===== src/rtl/wwdg_pkg.sv =====
package wwdg_pkg;

  localparam logic [7:0] RESTART_KEY = 8'hAC;

  typedef struct packed {
    logic       irq_en;
    logic [1:0] win;
    logic       enable;
    logic [2:0] ovf_sel;
    logic       stby_run;
  } wwdg_cfg_t;

  // log2 of the overflow length for each selection code
  function automatic int unsigned ovf_exp(input logic [2:0] sel);
    case (sel)
      3'd0:    return 6;
      3'd1:    return 7;
      3'd2:    return 8;
      3'd3:    return 9;
      3'd4:    return 11;
      3'd5:    return 13;
      3'd6:    return 14;
      default: return 16;
    endcase
  endfunction

  // count below which a restart is early; 0 means always open
  function automatic int unsigned close_len(input int unsigned len,
                                            input logic [1:0]  win,
                                            input logic        stby_run);
    if (!stby_run) return 0;
    case (win)
      2'b01:   return len / 2;
      2'b10:   return len / 4;
      default: return 0;
    endcase
  endfunction

  function automatic int unsigned irq_mark(input int unsigned len);
    return len - len / 4;
  endfunction

endpackage


===== src/rtl/wwdg_counter.sv =====
module wwdg_counter #(
  parameter int CNT_W = 16,
  localparam int LEN_W = CNT_W + 1
) (
  input  logic             clk,
  input  logic             rst_n,
  input  logic             run,
  input  logic             tick,
  input  logic             freeze,
  input  logic             clear,
  input  logic             irq_en,
  input  logic [LEN_W-1:0] len,
  input  logic [LEN_W-1:0] irq_at,
  output logic [CNT_W-1:0] cnt,
  output logic             ovf_evt,
  output logic             irq_pulse
);

  logic             step;
  logic [LEN_W-1:0] nxt;

  assign step    = run && tick && !freeze;
  assign nxt     = {1'b0, cnt} + LEN_W'(1);
  assign ovf_evt = step && !clear && (nxt == len);

  always_ff @(posedge clk or negedge rst_n) begin
    if (!rst_n) begin
      cnt       <= '0;
      irq_pulse <= 1'b0;
    end else begin
      irq_pulse <= irq_en && step && !clear && (nxt == irq_at);
      if (clear || !run) cnt <= '0;
      else if (step)     cnt <= nxt[CNT_W-1:0];
    end
  end

  assert_cnt_in_range_R3: assert property (@(posedge clk) disable iff (!rst_n)
    run |-> ({1'b0, cnt} < len));

  assert_irq_single_R9: assert property (@(posedge clk) disable iff (!rst_n)
    irq_pulse |=> !irq_pulse);

  assert_freeze_R10: assert property (@(posedge clk) disable iff (!rst_n)
    (run && freeze && !clear) |=> (cnt == $past(cnt) || !run));

endmodule


===== src/rtl/wwdg_access.sv =====
module wwdg_access
  import wwdg_pkg::*;
#(
  parameter int CNT_W = 16,
  localparam int LEN_W = CNT_W + 1
) (
  input  logic             clk,
  input  logic             rst_n,
  input  logic             active,
  input  logic             key_wr,
  input  logic             key_bitop,
  input  logic [7:0]       key_data,
  input  logic [CNT_W-1:0] cnt,
  input  logic [LEN_W-1:0] close_lim,
  output logic             restart,
  output logic             violation
);

  logic first_done;
  logic key_ok;
  logic early;

  assign key_ok    = (key_data == RESTART_KEY);
  assign early     = first_done && ({1'b0, cnt} < close_lim);
  assign violation = active && (key_bitop || (key_wr && (!key_ok || early)));
  assign restart   = active && key_wr && !key_bitop && key_ok && !early;

  always_ff @(posedge clk or negedge rst_n) begin
    if (!rst_n)       first_done <= 1'b0;
    else if (restart) first_done <= 1'b1;
  end

  assert_one_outcome_R7: assert property (@(posedge clk) disable iff (!rst_n)
    (active && key_wr) |-> (restart != violation));

endmodule


===== src/rtl/window_watchdog.sv =====
module window_watchdog
  import wwdg_pkg::*;
#(
  parameter int CNT_W = 16
) (
  input  logic       clk,
  input  logic       por_n,
  input  logic       rst_n,
  input  logic       lsclk_en,
  input  logic [7:0] cfg_byte,
  input  logic       key_wr,
  input  logic       key_bitop,
  input  logic [7:0] key_data,
  input  logic       standby,
  input  logic       flag_rd,
  output logic       rst_req,
  output logic       irq_75,
  output logic       wdt_flag
);

  localparam int LEN_W = CNT_W + 1;

  wwdg_cfg_t        cfg_q;
  logic             started;
  logic             stby_d;
  logic             run;
  logic             stby_exit;
  logic             restart;
  logic             violation;
  logic             ovf_evt;
  logic [CNT_W-1:0] cnt;
  int unsigned      len_i;
  logic [LEN_W-1:0] len;
  logic [LEN_W-1:0] close_lim;
  logic [LEN_W-1:0] irq_at;

  always_comb len_i = 32'd1 << ovf_exp(cfg_q.ovf_sel);
  assign len       = LEN_W'(len_i);
  assign close_lim = LEN_W'(close_len(len_i, cfg_q.win, cfg_q.stby_run));
  assign irq_at    = LEN_W'(irq_mark(len_i));

  assign run       = started && cfg_q.enable && !rst_req;
  assign stby_exit = stby_d && !standby && !cfg_q.stby_run;

  always_ff @(posedge clk or negedge rst_n) begin
    if (!rst_n) begin
      cfg_q   <= '0;
      started <= 1'b0;
      stby_d  <= 1'b0;
      rst_req <= 1'b0;
    end else begin
      if (!started) begin
        cfg_q   <= wwdg_cfg_t'(cfg_byte);
        started <= 1'b1;
      end
      stby_d <= standby;
      if (violation || ovf_evt) rst_req <= 1'b1;
    end
  end

  always_ff @(posedge clk or negedge por_n) begin
    if (!por_n)       wdt_flag <= 1'b0;
    else if (rst_req) wdt_flag <= 1'b1;
    else if (flag_rd) wdt_flag <= 1'b0;
  end

  wwdg_counter #(.CNT_W(CNT_W)) u_cnt (
    .clk(clk), .rst_n(rst_n), .run(run), .tick(lsclk_en),
    .freeze(standby && !cfg_q.stby_run), .clear(restart || stby_exit),
    .irq_en(cfg_q.irq_en), .len(len), .irq_at(irq_at),
    .cnt(cnt), .ovf_evt(ovf_evt), .irq_pulse(irq_75)
  );

  wwdg_access #(.CNT_W(CNT_W)) u_acc (
    .clk(clk), .rst_n(rst_n), .active(run), .key_wr(key_wr),
    .key_bitop(key_bitop), .key_data(key_data), .cnt(cnt),
    .close_lim(close_lim), .restart(restart), .violation(violation)
  );

  assert_req_held_R3: assert property (@(posedge clk) disable iff (!rst_n)
    rst_req |=> rst_req);

  assert_disabled_quiet_R2: assert property (@(posedge clk) disable iff (!rst_n)
    (started && !cfg_q.enable) |-> (!rst_req && !irq_75));

  assert_badkey_R5: assert property (@(posedge clk) disable iff (!rst_n)
    (run && key_wr && key_data != RESTART_KEY) |=> rst_req);

  assert_bitop_R6: assert property (@(posedge clk) disable iff (!rst_n)
    (run && key_bitop) |=> rst_req);

  assert_restart_zero_R4: assert property (@(posedge clk) disable iff (!rst_n)
    restart |=> (cnt == '0));

  assert_flag_set_R12: assert property (@(posedge clk) disable iff (!por_n)
    rst_req |=> wdt_flag);

endmodule


===== config.mk =====
export PLATFORM = sky130hd
export DESIGN_NAME = window_watchdog
export DESIGN_NICKNAME = d
export VERILOG_FILES = /design/src/rtl/wwdg_pkg.sv /design/src/rtl/wwdg_counter.sv /design/src/rtl/wwdg_access.sv /design/src/rtl/window_watchdog.sv
export SDC_FILE = /design/constraint.sdc
export NUM_CORES = 1
export LEC_CHECK = 0
export BUFFER_PORTS_ARGS = -buffer_cell sky130_fd_sc_hd__buf_2
export CAP_MARGIN = 5
export CELL_PAD_IN_SITES_DETAIL_PLACEMENT = 1
export CELL_PAD_IN_SITES_GLOBAL_PLACEMENT = 1
export CORE_MARGIN = 8
export CORE_UTILIZATION = 50
export DETAILED_ROUTE_END_ITERATION = 8
export PLACE_DENSITY = 0.95
export SYNTH_ARGS = -nofsm -noshare
export SYNTH_HDL_FRONTEND = slang
export SYNTH_HIERARCHICAL = 1
export SYNTH_SLANG_ARGS = --single-unit

===== constraint.sdc =====
create_clock -name clk -period 12 [get_ports clk]
set_input_delay 0.6 -clock clk [delete_from_list [all_inputs] [get_ports clk]]
set_output_delay 0.6 -clock clk [all_outputs]
set_load 0.01 [all_outputs]

; ---- Yosys cells after proc, flatten, opt, wreduce, memory -nomap -nowiden
; Cells that the tools add are included.
[totals]
regBits = 30
input_bits = 24
[classes]
addsub = 2
magnitude_cmp = 1
n_eq_ne = 11
shift = 1
n_mux = 7
reduce_logical = 36
[op_table]
columns = op, n
row1 = 5-bit one-hot mux with 7 select lines, 1
row2 = 17-bit == test, 2
row3 = 17-bit one-hot mux with 2 select lines, 1
row4 = 16-bit 2-to-1 mux, 2
row5 = 1-bit logical AND, 19
row6 = "1-bit by 5-bit << shifter with 19-bit output, first input constant", 1
row7 = "16-bit by 1-bit adder with 17-bit output, second input constant", 1
row8 = 16-bit by 17-bit less-than comparator with 1-bit output, 1
row9 = 17-bit 2-to-1 mux, 1
row10 = 17-bit subtractor, 1
row11 = "3-bit == test, second input constant", 3
row12 = 1-bit logical NOT, 9
row13 = "8-bit == test, second input constant", 1
row14 = "3-bit by 2-bit == test with 1-bit output, second input constant", 2
row15 = 1-bit logical OR, 5
row16 = 2-bit nonzero test, 2
row17 = "3-bit by 1-bit == test with 1-bit output, second input constant", 1
row18 = 3-bit logical NOT, 1
row19 = "2-bit by 1-bit == test with 1-bit output, second input constant", 1
row20 = "2-bit == test, second input constant", 1
row21 = 1-bit 2-to-1 mux, 2

; ---- Depth between registers and ports, before layout
[depth]
depth_word = 14
mapped_depth = 22
mapped_depth_nobuf = 21

; ---- Modules after synthesis
; Netlist, hierarchy kept.
[modules_own_cells]
columns = module, instances, cells_per_inst, area_each_um2
row1 = wwdg_counter, 1, 214, 1771.7
row2 = window_watchdog, 1, 128, 1121.1
row3 = wwdg_access, 1, 68, 483.0

; ---- Least setup slack after synthesis
; Ideal clock, no wire load.
[synth_timing]
path_type = register -> register
from = reg cfg_q[5] (netlist name)
to = reg rst_req
setup_ns = 0.064
t_arrival_ns = 3.735
setup_slack_ns = 8.201
path_stages_with_launch = 23
synth_period_minus_slack_ns = 3.799
path_cell_list = dfrtp_1 inv_1 ha_1 nand3b_1 nor2_1 nor2_1 nor3_1 inv_1 ha_1 a21oi_1 o21ai_0 a221oi_1 a21boi_0 nor2_1 a21o_1 nand2b_1 clkbuf_1 nor4_1 o21ai_0 a311oi_1 o221ai_1 nor4_2 or3_1
[synth_via]
elab_chain_len = 12
word_cells_on_any_way = 17
cone_classes = order compare (1) / eq/ne (2) / mux (2) / reduce/logical (12)
[synth_rtl]
columns = element, line
row1 = start: declaration, window_watchdog.sv:23  ; wwdg_cfg_t cfg_q;
row2 = start signal: assignment, window_watchdog.sv:53  ; cfg_q <= wwdg_cfg_t'(cfg_byte);
row3 = 2-bit == test or 2-bit by 1-bit == test with 1-bit output (tied branches), wwdg_pkg.sv:32  ; case (win)
row4 = 17-bit one-hot mux with 2 select lines (*), wwdg_pkg.sv:32
row5 = 17-bit 2-to-1 mux (*), wwdg_pkg.sv:32
row6 = named net close_lim[5], window_watchdog.sv:34  ; logic [LEN_W-1:0] close_lim;
row7 = 16-bit by 17-bit less-than comparator with 1-bit output (*), wwdg_access.sv:24  ; assign early = first_done && ({1'b0, cnt} < close_lim);
row8 = 1-bit logical AND (*), wwdg_access.sv:24
row9 = 1-bit logical NOT (*), wwdg_access.sv:26  ; assign restart = active && key_wr && !key_bitop && key_ok && !early;
row10 = 1-bit logical AND (*), wwdg_access.sv:26
row11 = named net restart, window_watchdog.sv:28  ; logic restart;
row12 = 1-bit logical OR (*), window_watchdog.sv:69  ; .freeze(standby && !cfg_q.stby_run), .clear(restart || stby_exit),
row13 = 1-bit logical NOT (*), wwdg_counter.sv:24  ; assign ovf_evt = step && !clear && (nxt == len);
row14 = 1-bit logical AND (*) (2 in series), wwdg_counter.sv:24
row15 = named net ovf_evt, window_watchdog.sv:30  ; logic ovf_evt;
row16 = 1-bit logical OR (*), window_watchdog.sv:57  ; if (violation || ovf_evt) rst_req <= 1'b1;
row17 = end signal: assignment, window_watchdog.sv:50  ; rst_req <= 1'b0;
row18 = end signal: assignment, window_watchdog.sv:57
row19 = end: declaration, window_watchdog.sv:16  ; output logic rst_req,
; Mark *: on every way through the listed nets, which the timed path passes. The rest lies on a longest branch.
; A chain may end at the register's enable or synchronous reset.

; ---- Final worst setup path
; Same ends and word-level chain as after synthesis.

==> flow_summary.json <==
{
  "cts_setup_buffers": 0,
  "worst_slack_ns": 6.46,
  "critPathBufInv": 2,
  "finalClockSkew_ns": 0.00418,
  "syn_avg_cell_area_um2": 8.23,
  "grt_max_degree": 30,
  "ys_top_cells_by_count": "nor2_1, xnor2_1, inv_1, dfrtp_1, nand2_1",
  "n_fill_cell": 826,
  "drt-vias-per-instance": 6.16,
  "cap_violations": 0,
  "grt_pass1_wl_mm": 18.7,
  "combPwrFrac": 0.312,
  "dp_cells": 527,
  "syn_to_final_growth_pct": 10.2,
  "drive_gt1_frac": 0.143,
  "cpLargestDelayFamily": "simple AND/OR/NAND/NOR gates",
  "peakVddDrop_uv": 51.5,
  "first_pass_iters": 5,
  "regArea_um2": 751,
  "max_freq_mhz": 180,
  "wl_per_cell_um": 22.2,
  "io_pins": 27,
  "cts_tree": "done",
  "p_per_area_nw_per_um2": 85.5,
  "yosys.area.top_type": "dfrtp_1",
  "yosys_warnings": 6,
  "port_buffers": 26,
  "hold_path.class": "primary input to async pin",
  "relSlewSlack": 0.521,
  "hold_violations": 0,
  "grt_overflow": 0,
  "syn-instance-count": 410,
  "vias": 3296,
  "fin_setup_tns_ns": 0,
  "yosysMostFrequentCell": "nor2_1",
  "grt_pass1_vias": 3649,
  "layout.nets": 507,
  "tightest_slew_ns": 0.700,
  "cp-end-kind": "register",
  "core_um2": 6680,
  "fp.dieW_um": 98.2,
  "worst-setup-path-type": "register to register",
  "antenna_cells": 0,
  "dp.final_hpwl_mm": 8.74,
  "p_leak_uw": 0.00160,
  "ctsHoldBuffers": 0,
  "cts_sinks": 30,
  "crit_path_frequent_cell": "nor2_1",
  "ys.flop_type": "dfrtp_1",
  "numCtsBuffers": 5,
  "p_sw_uw": 109,
  "synth.distinct_cells": 67,
  "synth_top_area_frac": 0.222,
  "cts_resized": 0,
  "synth_edf_count": 0,
  "antenna_found_initial": 0,
  "critPathSlowestCell": "dfrtp_1",
  "cell_internal_pwr_uw": 209,
  "ant_nets": 0,
  "synthTopCellsByArea": "dfrtp_1, ha_1, xnor2_1, xor2_1, nor2_1",
  "dp_slack_ns": 6.83,
  "drc": 0,
  "netlist_area_um2": 3380,
  "die_area_um2": 9640,
  "clkPwrFrac": 0.333,
  "drt_iter0_drc": 236,
  "final_cells": 535,
  "row_count": 30,
  "outcome": "finished clean",
  "switching_share": 0.343,
  "wirelength_mm": 11.9,
  "crit_chain": "inv_1 > ha_1 > nand3b_1 > nor2_1 > nor2_1 > nor3_1 > inv_1 > ha_1 > a21oi_1 > o21ai_0 > a221oi_1 > a21boi_0 > nor2_1 > a21o_1 > nand2b_1 > nor4_1 > o21ai_0 > a311oi_1 > o221ai_1 > nor4_2 > or3_1",
  "clk_pin_slew_ns": 0.07,
  "setup_viol": 0,
  "crit_path_max_fanout": 18,
  "crit_path_start_kind": "register",
  "place.gp.congestion": 0.995,
  "root_buffer": "clkbuf_8",
  "multiInputGateArea_um2": 2500,
  "cp.required_ns": 12.23,
  "die_h_um": 98.2,
  "yosysSeqAreaShare": 0.222,
  "grt_usage": 0.248,
  "pwr-share-seq": 0.356,
  "slew_viol_final": 0,
  "ys_async_sr_fraction": 1.00,
  "htree_levels": 2,
  "ys_seq_elements": 30,
  "cts.path.max_buffers": 2,
  "clock_latency_ns": 0.29,
  "min_period_ns": 5.54,
  "start_util": 0.505,
  "cp.arrival_ns": 5.77,
  "rsz0062_at_grt": "no",
  "critical-path-max-stage-delay_ns": 0.48,
  "period_share": 0.462
}
==> cell families after synthesis <==
group                    count (synthesis)  share of synthesized area
AND/OR/NAND/NOR                        154                      0.261
multiplexers                            12                     0.0389
adder cells (fa/ha/maj)                 29                      0.107
AO/OA/AOI/OAI                           69                      0.143
buffers and inverters                   55                     0.0719
flip-flops                              30                      0.222
other                                    2                    0.00222
XOR/XNOR                                59                      0.153
==> cell type report <==
class,instances,area share
Clock inverter,2,0.0101
Clock buffer,6,0.0195
Multi-Input combinational cell,356,0.671
Timing Repair Buffer,26,0.0350
Sequential cell,30,0.202
Inverter,35,0.0353
Tap cell,80,0.0269
==> metrics by stage <==
step / hold WS, ns / cell area, µm² / total power [µW] / utilization
2_1_floorplan: 0.304 / 3490 / 182 / -
6_report: 0.0681 / 3720 / 318 / 0.557
4_1_cts: 0.0641 / 3720 / 315 / 0.557
3_3_place_gp: 0.374 / 3610 / 202 / 0.540
5_1_grt: 0.0624 / 3720 / 330 / 0.557
3_5_place_dp: 0.377 / 3610 / 209 / 0.540
==> registers in the layout, indices dropped and copies added, names as in the netlist <==
name              count
u_cnt/irq_pulse       1
u_acc/first_done      1
started               1
cfg_q                 8
u_cnt/cnt            16
rst_req               1
stby_d                1
wdt_flag              1
==> worst register-to-register path, delay by kind of cell, from the launching register on <==
kind,cells,cell delay [ns]
compound gates,8,2.04
simple gates,9,2.22
buf+inv,2,0.22
flops,1,0.48
fa+ha+maj,2,0.52
==> power groups by stage <==
stage | Sequential [µW] | Clock [µW] | Combinational [µW]
after global placement | 114 | 0 | 88.4
after CTS | 113 | 106 | 96.3
after global routing | 113 | 109 | 107
after floorplan | 111 | 0 | 71.7
final | 113 | 106 | 99.1
after detailed placement | 114 | 0 | 94.3
==> per-layer routing <==
layer,part of all wire,wire length (µm),global-route usage,vias to the layer above
li1,-,-,-,1454
met1,0.36,4330,0.257,1588
met3,0.062,740,0.0569,82
met4,0.079,944,0.215,0
met5,0,0,0,-
met2,0.49,5880,0.419,172
==> cell usage in the layout, fill, tap and decap left out, drive strengths merged, types with 2 or more instances in the layout <==
cell     count
nor2        44
xnor2       37
inv         35
conb        33
nand2       30
dfrtp       30
ha          29
buf         26
xor2        22
o21ai       19
a21oi       19
nand3       13
nor2b       10
nand2b       9
mux2         9
nand4        9
nor4         9
or3          8
a21o         6
nor3         6
clkbuf       6
a211oi       4
or2          4
and2         3
mux2i        3
nand3b       3
o22ai        2
o221ai       2
o2111ai      2
o31ai        2
and3         2
==> final timing paths <==
check / from / end / slack [ns] / depth (start not counted)
setup / recovery: cfg_q[5] / rst_req / 6.46 / 21
hold reg to reg: wdt_flag / wdt_flag / 0.48 / 1
min in group clk: standby / stby_d / 0.44 / 1
setup reg to reg: cfg_q[5] / rst_req / 6.46 / 21
max in group asynchronous: rst_n / u_cnt/irq_pulse / 11.17 / 1
hold / removal: por_n / wdt_flag / 0.07 / 1
Power figures use the tool's default switching activity.
